[src/rtl/cmpcap_timer_pkg.sv]
package cmpcap_timer_pkg;
  localparam int CTRL_W  = 15;
  localparam int RATIO_W = 3;
  localparam int ADDR_W  = 3;
  localparam int FLAG_W  = 3;

  // control bit positions
  localparam int B_RUN     = 0;
  localparam int B_AREL    = 1;
  localparam int B_RATIO   = 2;
  localparam int B_DIV_EN  = 5;
  localparam int B_CMP_EN  = 6;
  localparam int B_IDLE    = 7;
  localparam int B_CAP     = 8;
  localparam int B_TRIG    = 10;
  localparam int B_TOGGLE  = 12;
  localparam int B_ONESHOT = 13;
  localparam int B_PIN_IN  = 14;

  // flag bit positions
  localparam int F_CMP  = 0;
  localparam int F_WRAP = 1;
  localparam int F_CAPT = 2;

  typedef enum logic [ADDR_W-1:0] {
    A_CTRL  = 3'd0,
    A_COUNT = 3'd1,
    A_LOAD  = 3'd2,
    A_STRB  = 3'd3,
    A_CMP   = 3'd4,
    A_CAPT  = 3'd5,
    A_FLAG  = 3'd6,
    A_IEN   = 3'd7
  } reg_addr_e;

  typedef enum logic [1:0] {
    PT_NONE     = 2'd0,
    PT_WRAP     = 2'd1,
    PT_WRAP_CMP = 2'd2,
    PT_RSVD     = 2'd3
  } pin_trig_e;
endpackage

[src/rtl/cmpcap_prescale.sv]
module cmpcap_prescale #(
  parameter int RATIO_W = 3
) (
  input  logic               clk,
  input  logic               rst_n,
  input  logic               run,
  input  logic               div_en,
  input  logic [RATIO_W-1:0] ratio,
  output logic               tick
);
  localparam int DIV_W = 1 << RATIO_W;
  localparam logic [RATIO_W-1:0] TOP_SH = RATIO_W'(DIV_W - 1);

  logic [DIV_W-1:0]   pcnt;
  logic [DIV_W-1:0]   mask;
  logic [RATIO_W-1:0] shamt;

  always_comb begin
    shamt = TOP_SH - ratio;
    mask  = {DIV_W{1'b1}} >> shamt;
    tick  = run & (~div_en | ((pcnt & mask) == mask));
  end

  always_ff @(posedge clk) begin
    if (!rst_n || !run) pcnt <= '0;
    else                pcnt <= pcnt + 1'b1;
  end


  tick_spacing_chk: assert property (@(posedge clk) disable iff (!rst_n)
    (div_en && tick) |=> (!tick || !div_en));
endmodule

[src/rtl/cmpcap_counter.sv]
module cmpcap_counter #(
  parameter int CNT_W = 32
) (
  input  logic             clk,
  input  logic             rst_n,
  input  logic             tick,
  input  logic             autoreload,
  input  logic             cmp_en,
  input  logic             wr_cnt,
  input  logic             wr_reload,
  input  logic [CNT_W-1:0] wdata,
  input  logic [CNT_W-1:0] load_val,
  input  logic [CNT_W-1:0] cmp_val,
  output logic [CNT_W-1:0] count,
  output logic             wrap_evt,
  output logic             cmp_evt
);
  logic             at_top;
  logic [CNT_W-1:0] nxt;

  always_comb begin
    at_top   = &count;
    wrap_evt = tick & at_top;
    nxt      = at_top ? (autoreload ? load_val : '0) : count + 1'b1;
    cmp_evt  = tick & cmp_en & (nxt == cmp_val);
  end

  always_ff @(posedge clk) begin
    if (!rst_n)         count <= '0;
    else if (wr_cnt)    count <= wdata;
    else if (wr_reload) count <= load_val;
    else if (tick)      count <= nxt;
  end


  cnt_step_chk: assert property (@(posedge clk) disable iff (!rst_n)
    (tick && !at_top && !wr_cnt && !wr_reload) |=> count == $past(count) + 1'b1);

  wrap_zero_chk: assert property (@(posedge clk) disable iff (!rst_n)
    (wrap_evt && !autoreload && !wr_cnt && !wr_reload) |=> count == '0);

  strobe_reload_chk: assert property (@(posedge clk) disable iff (!rst_n)
    (wr_reload && !wr_cnt) |=> count == $past(load_val));
endmodule

[src/rtl/cmpcap_capture.sv]
module cmpcap_capture #(
  parameter int CNT_W = 32
) (
  input  logic             clk,
  input  logic             rst_n,
  input  logic             cap_in,
  input  logic [1:0]       edge_sel,
  input  logic             one_shot,
  input  logic             flag,
  input  logic [CNT_W-1:0] count,
  output logic [CNT_W-1:0] cap_val,
  output logic             cap_evt
);
  logic prev;
  logic hit;

  // edge_sel bit 0 selects rising, bit 1 selects falling
  always_comb begin
    hit     = (edge_sel[0] & cap_in & ~prev) | (edge_sel[1] & ~cap_in & prev);
    cap_evt = hit & (~one_shot | ~flag);
  end

  always_ff @(posedge clk) begin
    if (!rst_n) begin
      prev    <= 1'b0;
      cap_val <= '0;
    end else begin
      prev <= cap_in;
      if (cap_evt) cap_val <= count;
    end
  end


  cap_latch_chk: assert property (@(posedge clk) disable iff (!rst_n)
    cap_evt |=> cap_val == $past(count));

  cap_hold_chk: assert property (@(posedge clk) disable iff (!rst_n)
    (one_shot && flag) |=> $stable(cap_val));
endmodule

[src/rtl/cmpcap_pin.sv]
module cmpcap_pin
  import cmpcap_timer_pkg::*;
(
  input  logic      clk,
  input  logic      rst_n,
  input  logic      wrap_evt,
  input  logic      cmp_evt,
  input  pin_trig_e mode,
  input  logic      toggle,
  input  logic      idle_lvl,
  output logic      pwm
);
  logic evt;
  logic active;

  always_comb begin
    active = (mode == PT_WRAP) || (mode == PT_WRAP_CMP);
    evt    = ((mode == PT_WRAP) & wrap_evt) |
             ((mode == PT_WRAP_CMP) & (wrap_evt | cmp_evt));
  end

  always_ff @(posedge clk) begin
    if (!rst_n)       pwm <= 1'b0;
    else if (!active) pwm <= idle_lvl;
    else if (evt)     pwm <= toggle ? ~pwm : ~idle_lvl;
    else if (!toggle) pwm <= idle_lvl;
  end


  toggle_hold_chk: assert property (@(posedge clk) disable iff (!rst_n)
    (active && toggle && !evt) |=> $stable(pwm));

  pulse_lvl_chk: assert property (@(posedge clk) disable iff (!rst_n)
    (active && !toggle && evt) |=> pwm != $past(idle_lvl));
endmodule

[src/rtl/cmpcap_timer.sv]
module cmpcap_timer
  import cmpcap_timer_pkg::*;
#(
  parameter int CNT_W = 32
) (
  input  logic              clk,
  input  logic              rst_n,
  input  logic              reg_wr,
  input  logic [ADDR_W-1:0] reg_addr,
  input  logic [CNT_W-1:0]  reg_wdata,
  output logic [CNT_W-1:0]  reg_rdata,
  input  logic              cap_in,
  output logic              pwm_out,
  output logic              pwm_oe,
  output logic              irq
);
  localparam int PAD_CTRL = CNT_W - CTRL_W;
  localparam int PAD_FLAG = CNT_W - FLAG_W;

  logic [CTRL_W-1:0] ctrl_q;
  logic [CNT_W-1:0]  load_q, cmp_q, count, cap_val;
  logic [FLAG_W-1:0] flag_q, ien_q, ack, evts;
  logic wr_ctrl, wr_cnt, wr_strb, wr_load, wr_cmp, wr_flag, wr_ien;
  logic tick, wrap_evt, cmp_evt, cap_evt;

  always_comb begin
    wr_ctrl = reg_wr && (reg_addr == A_CTRL);
    wr_cnt  = reg_wr && (reg_addr == A_COUNT);
    wr_load = reg_wr && (reg_addr == A_LOAD);
    wr_strb = reg_wr && (reg_addr == A_STRB);
    wr_cmp  = reg_wr && (reg_addr == A_CMP);
    wr_flag = reg_wr && (reg_addr == A_FLAG);
    wr_ien  = reg_wr && (reg_addr == A_IEN);
    ack     = wr_flag ? reg_wdata[FLAG_W-1:0] : '0;
    evts    = '0;
    evts[F_CMP]  = cmp_evt;
    evts[F_WRAP] = wrap_evt;
    evts[F_CAPT] = cap_evt;
  end

  always_ff @(posedge clk) begin
    if (!rst_n) begin
      ctrl_q <= '0;
      load_q <= '0;
      cmp_q  <= '0;
      flag_q <= '0;
      ien_q  <= '0;
    end else begin
      if (wr_ctrl) ctrl_q <= reg_wdata[CTRL_W-1:0];
      else if (wrap_evt && !ctrl_q[B_AREL]) ctrl_q[B_RUN] <= 1'b0;
      if (wr_load) load_q <= reg_wdata;
      if (wr_cmp)  cmp_q  <= reg_wdata;
      if (wr_ien)  ien_q  <= reg_wdata[FLAG_W-1:0];
      flag_q <= (flag_q & ~ack) | evts;
    end
  end

  cmpcap_prescale #(.RATIO_W(RATIO_W)) u_pre (
    .clk(clk), .rst_n(rst_n), .run(ctrl_q[B_RUN]), .div_en(ctrl_q[B_DIV_EN]),
    .ratio(ctrl_q[B_RATIO +: RATIO_W]), .tick(tick));

  cmpcap_counter #(.CNT_W(CNT_W)) u_cnt (
    .clk(clk), .rst_n(rst_n), .tick(tick), .autoreload(ctrl_q[B_AREL]),
    .cmp_en(ctrl_q[B_CMP_EN]), .wr_cnt(wr_cnt), .wr_reload(wr_strb),
    .wdata(reg_wdata), .load_val(load_q), .cmp_val(cmp_q), .count(count),
    .wrap_evt(wrap_evt), .cmp_evt(cmp_evt));

  cmpcap_capture #(.CNT_W(CNT_W)) u_cap (
    .clk(clk), .rst_n(rst_n), .cap_in(cap_in), .edge_sel(ctrl_q[B_CAP +: 2]),
    .one_shot(ctrl_q[B_ONESHOT]), .flag(flag_q[F_CAPT]), .count(count),
    .cap_val(cap_val), .cap_evt(cap_evt));

  cmpcap_pin u_pin (
    .clk(clk), .rst_n(rst_n), .wrap_evt(wrap_evt), .cmp_evt(cmp_evt),
    .mode(pin_trig_e'(ctrl_q[B_TRIG +: 2])), .toggle(ctrl_q[B_TOGGLE]),
    .idle_lvl(ctrl_q[B_IDLE]), .pwm(pwm_out));

  always_comb begin
    pwm_oe = ~ctrl_q[B_PIN_IN];
    irq    = |(flag_q & ien_q);
    case (reg_addr_e'(reg_addr))
      A_CTRL:  reg_rdata = {{PAD_CTRL{1'b0}}, ctrl_q};
      A_COUNT: reg_rdata = count;
      A_LOAD:  reg_rdata = load_q;
      A_CMP:   reg_rdata = cmp_q;
      A_CAPT:  reg_rdata = cap_val;
      A_FLAG:  reg_rdata = {{PAD_FLAG{1'b0}}, flag_q};
      A_IEN:   reg_rdata = {{PAD_FLAG{1'b0}}, ien_q};
      default: reg_rdata = '0;
    endcase
  end


  run_stop_chk: assert property (@(posedge clk) disable iff (!rst_n)
    (wrap_evt && !ctrl_q[B_AREL] && !wr_ctrl) |=> !ctrl_q[B_RUN]);

  flag_ack_chk: assert property (@(posedge clk) disable iff (!rst_n)
    (wr_flag && reg_wdata[F_WRAP] && !wrap_evt) |=> !flag_q[F_WRAP]);

  flag_set_chk: assert property (@(posedge clk) disable iff (!rst_n)
    wrap_evt |=> flag_q[F_WRAP]);
endmodule

[config.mk]
export PLATFORM = sky130hd
export DESIGN_NAME = cmpcap_timer
export DESIGN_NICKNAME = d
export VERILOG_FILES = /design/src/rtl/cmpcap_timer_pkg.sv /design/src/rtl/cmpcap_prescale.sv /design/src/rtl/cmpcap_counter.sv /design/src/rtl/cmpcap_capture.sv /design/src/rtl/cmpcap_pin.sv /design/src/rtl/cmpcap_timer.sv
export SDC_FILE = /design/constraint.sdc
export NUM_CORES = 1
export LEC_CHECK = 0
export ABC_AREA = 1
export CELL_PAD_IN_SITES_DETAIL_PLACEMENT = 1
export CELL_PAD_IN_SITES_GLOBAL_PLACEMENT = 2
export CORE_MARGIN = 2
export CORE_UTILIZATION = 29
export DETAILED_ROUTE_END_ITERATION = 7
export PLACE_DENSITY = 0.75
export SETUP_SLACK_MARGIN = 0.5
export SYNTH_ARGS = -nofsm -noshare
export SYNTH_HDL_FRONTEND = slang
export SYNTH_SLANG_ARGS = --single-unit
[constraint.sdc]
create_clock -name clk -period 2.5 [get_ports clk]
set_clock_uncertainty 0.05 [all_clocks]
set_input_delay 0.5 -clock clk [delete_from_list [all_inputs] [get_ports clk]]
set_output_delay 0.5 -clock clk [all_outputs]
set_load 0.05 [all_outputs]
==> results of run 1 <==
## cells by family after synthesis
kind of cell    count (synthesis)
compound gates                346
xor+xnor                       14
fa+ha+maj                       4
buf+inv                       199
flops                         159
simple gates                  691
## worst paths after layout
path	start	end	slack, ns	depth (start not counted)
worst max-delay path	u_cnt.count[0]	u_pin.pwm	-0.25	24
worst min-delay path	u_pre.pcnt[0]	u_pre.pcnt[0]	0.41	1
worst max register to register	u_cnt.count[0]	u_pin.pwm	-0.25	24
worst min register to register	u_pre.pcnt[0]	u_pre.pcnt[0]	0.41	1
## synthesized netlist by cell type
cell type	instances	share of area
clkinv_2	1	0.00055
a221oi_1	16	0.015
buf_12	1	0.0022
nand3_4	1	0.0019
a21o_1	1	0.00083
inv_2	2	0.00083
clkinv_1	2	0.00083
o21ai_2	3	0.0029
nor2_2	6	0.0041
o211ai_1	31	0.026
ha_1	4	0.0055
o21ai_1	5	0.0028
nand3_2	4	0.0044
inv_1	123	0.051
dfxtp_1	159	0.35
clkbuf_1	61	0.025
xnor2_1	1	0.00097
nand2_4	3	0.0037
nand3_1	81	0.045
nor2_1	144	0.060
a31oi_1	29	0.020
xor2_1	13	0.013
buf_1	2	0.00083
nor2_4	3	0.0037
o2111ai_1	22	0.021
a21oi_1	93	0.051
buf_2	3	0.0017
o221ai_1	4	0.0039
or2_2	1	0.00069
a32oi_1	3	0.0029
buf_6	4	0.0050
nor2_8	1	0.0022
o22ai_1	1	0.00069
o21ai_0	138	0.076
nor3_1	4	0.0022
nor4_2	1	0.0014
nand2_2	11	0.0076
nor3b_1	4	0.0033
nand2_1	420	0.17
and2_1	2	0.0014
nand4_1	5	0.0034
## final cells by class
type | instances | area [um^2]
Clock buffer | 18 | 439
Clock inverter | 14 | 158
Fill cell | 3679 | 15000
Inverter | 128 | 569
Multi-Input combinational cell | 1055 | 6730
Sequential cell | 159 | 3230
Tap cell | 396 | 495
Timing Repair Buffer | 353 | 4000
Timing Repair inverter | 1 | 16.3
## registers in the layout, indices dropped and copies added, names as in the netlist
signal         count
cmp_q             32
ctrl_q            15
flag_q             3
ien_q              3
load_q            32
u_cap.cap_val     32
u_cap.prev         1
u_cnt.count       32
u_pin.pwm          1
u_pre.pcnt         8
## layer usage
layer | GRT usage | wire [um]
met1 | 0.368 | 21100
met2 | 0.455 | 21900
met3 | 0.0524 | 2340
met4 | 0.0906 | 1330
met5 | 0 | 9
## report_power, final
group,switching [uW],internal [uW],total [uW]
registers,91.4,2630,2720
clock network,1290,1520,2810
logic,747,556,1300
## timing repair
action	4_1_cts	5_1_grt
setup buffers	38	28
gates resized for setup	216	178
setup endpoints to repair	130	68
gates cloned	6	3
pin swaps	48	69
## worst max-delay path, stage by stage (launching register included)
cell	delay [ns]
dfxtp_4	0.37
ha_4	0.14
nand2_2	0.06
nor2_4	0.12
nand2_4	0.09
nor2_8	0.11
buf_6	0.12
nand2_4	0.06
buf_12	0.15
buf_4	0.13
o21ai_2	0.12
nand2_1	0.08
nand2_1	0.08
nand2_1	0.05
nor2_1	0.09
nand3_1	0.08
buf_4	0.17
nor2_4	0.12
nand3_4	0.11
nand2_2	0.08
nand2_1	0.06
nand2_1	0.05
nand3_1	0.06
nand2_1	0.06
inv_1	0.03
## stage by stage
step	setup slack, ns	setup TNS, ns	hold WS (ns)	utilization	instance area (um^2)
floorplan	0.221	0	0.377	-	10000
global placement	-0.675	-24.15	0.389	0.423	13000
detailed placement	-0.606	-29.84	0.423	0.423	13000
CTS	-0.206	-0.364	0.439	0.481	14800
global route	-0.438	-0.870	0.433	0.510	15600
finish	-0.248	-0.447	0.415	0.510	15600
==> flow_metrics.env, run 1 <==
export IMPL_status="finished, violations left"
export IMPL_violations="setup timing"
export IMPL_syn_area_um2=9070
export IMPL_fin_crit_sh=1.10
export IMPL_antennaDiodeCount=0
export IMPL_grt_pass1_vias=11700
export IMPL_syn_avg_cell_area_um2=6.42
export IMPL_crit_required_ns=2.81
export IMPL_dp_hpwl_um=32300
export IMPL_most_common_layout_cells="317 x nand2_1, 179 x buf_4, 137 x dfxtp_1, 119 x o21ai_0, 106 x nor2_1"
export IMPL_tightest_slew_ns=0.629
export IMPL_ios=74
export IMPL_chipWidth_um=181
export IMPL_seq_area_frac_synth=0.351
export IMPL_final_common_cell="nand2_1"
export IMPL_synthSimpleGateAreaFrac=0.318
export IMPL_synth_fp_nets=1456
export IMPL_hold_class="register to register"
export IMPL_period_needed_ns=2.75
export IMPL_arrival_ns=3.05
export IMPL_numCtsBuffers=17
export IMPL_end_kind="register"
export IMPL_dp_cells=2017
export IMPL_clk_latency_ns=0.45
export IMPL_drc=0
export IMPL_wl_per_cell_um=22.0
export IMPL_cp_max_fo=7
export IMPL_maxSlewViolCount=0
export IMPL_vias_per_cell=5.29
export IMPL_holdBufCountCts=0
export IMPL_path_clk_slew_ns=0.08
export IMPL_root_buffer="clkbuf_16"
export IMPL_dieArea_um2=32700
export IMPL_routed_wl_um=46600
export IMPL_setup_viol=3
export IMPL_yosysUniqueCellTypes=41
export IMPL_drt_iter0_drc=826
export IMPL_antenna_found_initial=1
export IMPL_yosys_warnings=0
export IMPL_synthXorXnorAreaFrac=0.0135
export IMPL_total_power_uw=6830
export IMPL_cts_tree="done"
export IMPL_grt_use_total=0.278
export IMPL_startpoint_type="register"
export IMPL_finalHoldViolations=0
export IMPL_placement_io_buffers=73
export IMPL_synth_area_mux_share=0
export IMPL_rsz0062_at_grt="true"
export IMPL_max_cap_violations=0
export IMPL_synth_top_family_by_area="simple AND/OR/NAND/NOR gates"
export IMPL_grt_pass1_wl_um=69500
export IMPL_antenna_left=0
export IMPL_vdd_drop_max_mv=0.477
export IMPL_clk_path_buf_depth=2
export IMPL_dr_pass1_iters=5
export IMPL_power_leakage_uw=0.00647
export IMPL_clock_sinks=159
export IMPL_final_cells=2124
export IMPL_fin_ws_ns=-0.248
export IMPL_synth_fa_ha_area_frac=0.00552
export IMPL_worst_setup_path_type="register to register"
export IMPL_initial_core_util=0.296
export IMPL_slew_headroom=0.581
export IMPL_drive_above_1_share=0.372
export IMPL_core_area_um2=30700
export IMPL_p_per_area_nw_per_um2=437
export IMPL_syn_instance_count=1413
export IMPL_grt_overflow=0
export IMPL_die_y_um=181
export IMPL_h_tree_depth=4
export IMPL_areaGrowthSynthToFinish_pct=72.3
export IMPL_grt_start_max_net_pins=51
export IMPL_synth_compound_area_frac=0.224
export IMPL_vias=11200
export IMPL_fp_row_count=64
export IMPL_gp_congestion=0.897
export IMPL_ys_seq_elements=159
export IMPL_timing_fmax_mhz=364
export IMPL_finalNetCount=1758
No activity file was read; power rests on OpenSTA's default activity.
==> run 2, diff against run 1 <==
- MAX_ROUTING_LAYER: not set -> met4
==> run 2 against run 1 <==
The flow still finishes with violations (setup timing). Hold slack got worse by 0.015 ns. Critical path depth fell by 2. Via count about the same. Power down 0.26%. Non-clock buffer count fell by 8. Routed wire length down 0.33%. Largest cell class unchanged. Largest power group unchanged.
==> flow_metrics.env, run 2 (same netlist as run 1, synthesis figures left out) <==
export IMPL_slowest_delay_ns=0.34
export IMPL_critPathSlowestCell="dfxtp_1"
export IMPL_vdd_drop_max_mv=0.482
export IMPL_finalNetCount=1750
export IMPL_placement_io_buffers=73
export IMPL_p_switching_uw=2120
export IMPL_antenna_found_initial=1
export IMPL_p_int_uw=4690
export IMPL_die_y_um=181
export IMPL_h_tree_depth=4
export IMPL_areaGrowthSynthToFinish_pct=71.1
export IMPL_grt_pass1_wl_um=69500
export IMPL_place_ws_ns=-0.606
export IMPL_critPathMostFrequentCell="nand2_1"
export IMPL_max_cap_violations=0
export IMPL_hold_class="register to register"
export IMPL_dieArea_um2=32700
export IMPL_post_dp_cell_area_um2=13000
export IMPL_end_kind="register"
export IMPL_path_clk_slew_ns=0.07
export IMPL_grt_overflow=0
export IMPL_most_common_layout_cells="323 x nand2_1, 178 x buf_4, 140 x dfxtp_1, 119 x o21ai_0, 107 x nor2_1"
export IMPL_nFillCells=3695
export IMPL_vias=11200
export IMPL_clk_path_buf_depth=2
export IMPL_fin_crit_sh=1.10
export IMPL_root_buffer="clkbuf_16"
export IMPL_ios=74
export IMPL_numCtsBuffers=17
export IMPL_clock_sinks=159
export IMPL_arrival_ns=3.05
export IMPL_routed_wl_um=46500
export IMPL_final_common_cell="nand2_1"
export IMPL_gp_congestion=0.913
export IMPL_startpoint_type="register"
export IMPL_wl_per_cell_um=21.9
export IMPL_worst_setup_path_type="register to register"
export IMPL_rsz0062_at_grt="true"
export IMPL_slew_headroom=0.589
export IMPL_antenna_left=0
export IMPL_multi_input_area_um2=6700
export IMPL_cts_tree="done"
export IMPL_grt_pass1_vias=11600
export IMPL_grt_start_max_net_pins=51
export IMPL_timing_fmax_mhz=364
export IMPL_period_needed_ns=2.75
export IMPL_violations="setup timing"
export IMPL_crit_required_ns=2.81
export IMPL_tightest_slew_ns=0.616
export IMPL_setup_viol=3
export IMPL_finalHoldViolations=0
export IMPL_dp_hpwl_um=32300
export IMPL_drc=0
export IMPL_p_sw_frac=0.311
export IMPL_grt_use_total=0.286
export IMPL_core_area_um2=30700
export IMPL_fin_ws_ns=-0.247
export IMPL_path_cells="nand2_1 -> nor2_2 -> nand2_2 -> nor2_8 -> buf_6 -> nand2_4 -> buf_12 -> nand3_2 -> nand2_2 -> nand2_1 -> o21ai_1 -> nor2_2 -> nand3_1 -> buf_4 -> nor2_4 -> nand3_4 -> nand2_2 -> nand2_1 -> nand2_1 -> nand3_1 -> nand2_1 -> inv_1"
export IMPL_fin_area_um2=15500
export IMPL_seqPwrFrac=0.399
export IMPL_status="finished, violations left"
export IMPL_chipWidth_um=181
export IMPL_dr_pass1_iters=5
export IMPL_vias_per_cell=5.31
export IMPL_power_leakage_uw=0.00641
export IMPL_cp_max_fo=7
export IMPL_clk_latency_ns=0.46
export IMPL_drive_above_1_share=0.363
export IMPL_fp_row_count=64
export IMPL_tns_ns=-0.431
export IMPL_p_per_area_nw_per_um2=439
export IMPL_final_cells=2117
export IMPL_combinationalPowerShare=0.189
export IMPL_maxSlewViolCount=0
export IMPL_regArea_um2=3220
export IMPL_initial_core_util=0.296
export IMPL_dp_cells=2017
export IMPL_p_clk_frac=0.411
export IMPL_drt_iter0_drc=718
[run 2: changes by cell type in the layout (fill, tap and decap cells not counted), moves of 2 or more]
cell     delta
buf_6       -6
dfxtp_1     +3
dfxtp_2     -2
nand2_1     +6
nand2_2     -6
nand3_1     -3
nand3_2     +3
nor2_4      -2
[run 2: worst paths after layout]
kind	from	end	slack (ns)	cells past startpoint
hold / removal	u_pre.pcnt[0]	u_pre.pcnt[0]	0.40	1
setup / recovery	u_cnt.count[15]	u_pin.pwm	-0.25	22
setup reg to reg	u_cnt.count[15]	u_pin.pwm	-0.25	22
hold reg to reg	u_pre.pcnt[0]	u_pre.pcnt[0]	0.40	1
[run 2: cell type report]
cell class                      instances  share of cell area
Tap cell                              396              0.0319
Clock buffer                           18              0.0283
Clock inverter                         14              0.0102
Antenna cell                            1            0.000161
Timing Repair Buffer                  345               0.252
Multi-Input combinational cell       1055               0.432
Sequential cell                       159               0.208
Inverter                              128              0.0370
Timing Repair inverter                  1             0.00105
[run 2: repair_timing]
action,CTS,global route
hold buffers,0,0
setup buffers,38,20
gates cloned,6,3
gates resized for setup,216,160
setup endpoints to repair,130,68
pin swaps,48,65
endpoints found under the hold margin,0,0
[run 2: power by group through the flow]
stage          combinational, uW  clock, uW  sequential (uW)
2_1_floorplan                532          0             2750
3_3_place_gp                1040          0             2760
3_5_place_dp                1060          0             2770
4_1_cts                     1200       2820             2720
5_1_grt                     1370       2940             2730
6_report                    1290       2800             2720
[run 2: critical path: cells and delay by family (launching register included)]
kind	cells	cell delay (ns)
AND/OR/NAND/NOR	17	1.68
buffers and inverters	4	0.47
flip-flops	1	0.34
AO/OA/AOI/OAI	1	0.10
[run 2: layer usage]
layer | global-route usage | vias up | share of wire | wire length [um]
met3 | 0.0518 | 79 | 0.052 | 2440
met5 | - | - | 0 | 0
met1 | 0.368 | 5563 | 0.45 | 20900
met4 | 0.0906 | 0 | 0.029 | 1350
met2 | 0.454 | 305 | 0.47 | 21800
li1 | - | 5301 | - | -
[run 2: stage by stage]
step                       util  power [uW]  hold slack (ns)
after floorplan               -        3290            0.377
after global placement    0.423        3800            0.389
after detailed placement  0.423        3830            0.423
after CTS                 0.481        6750            0.439
after global routing      0.506        7030            0.420
final                     0.506        6810            0.400
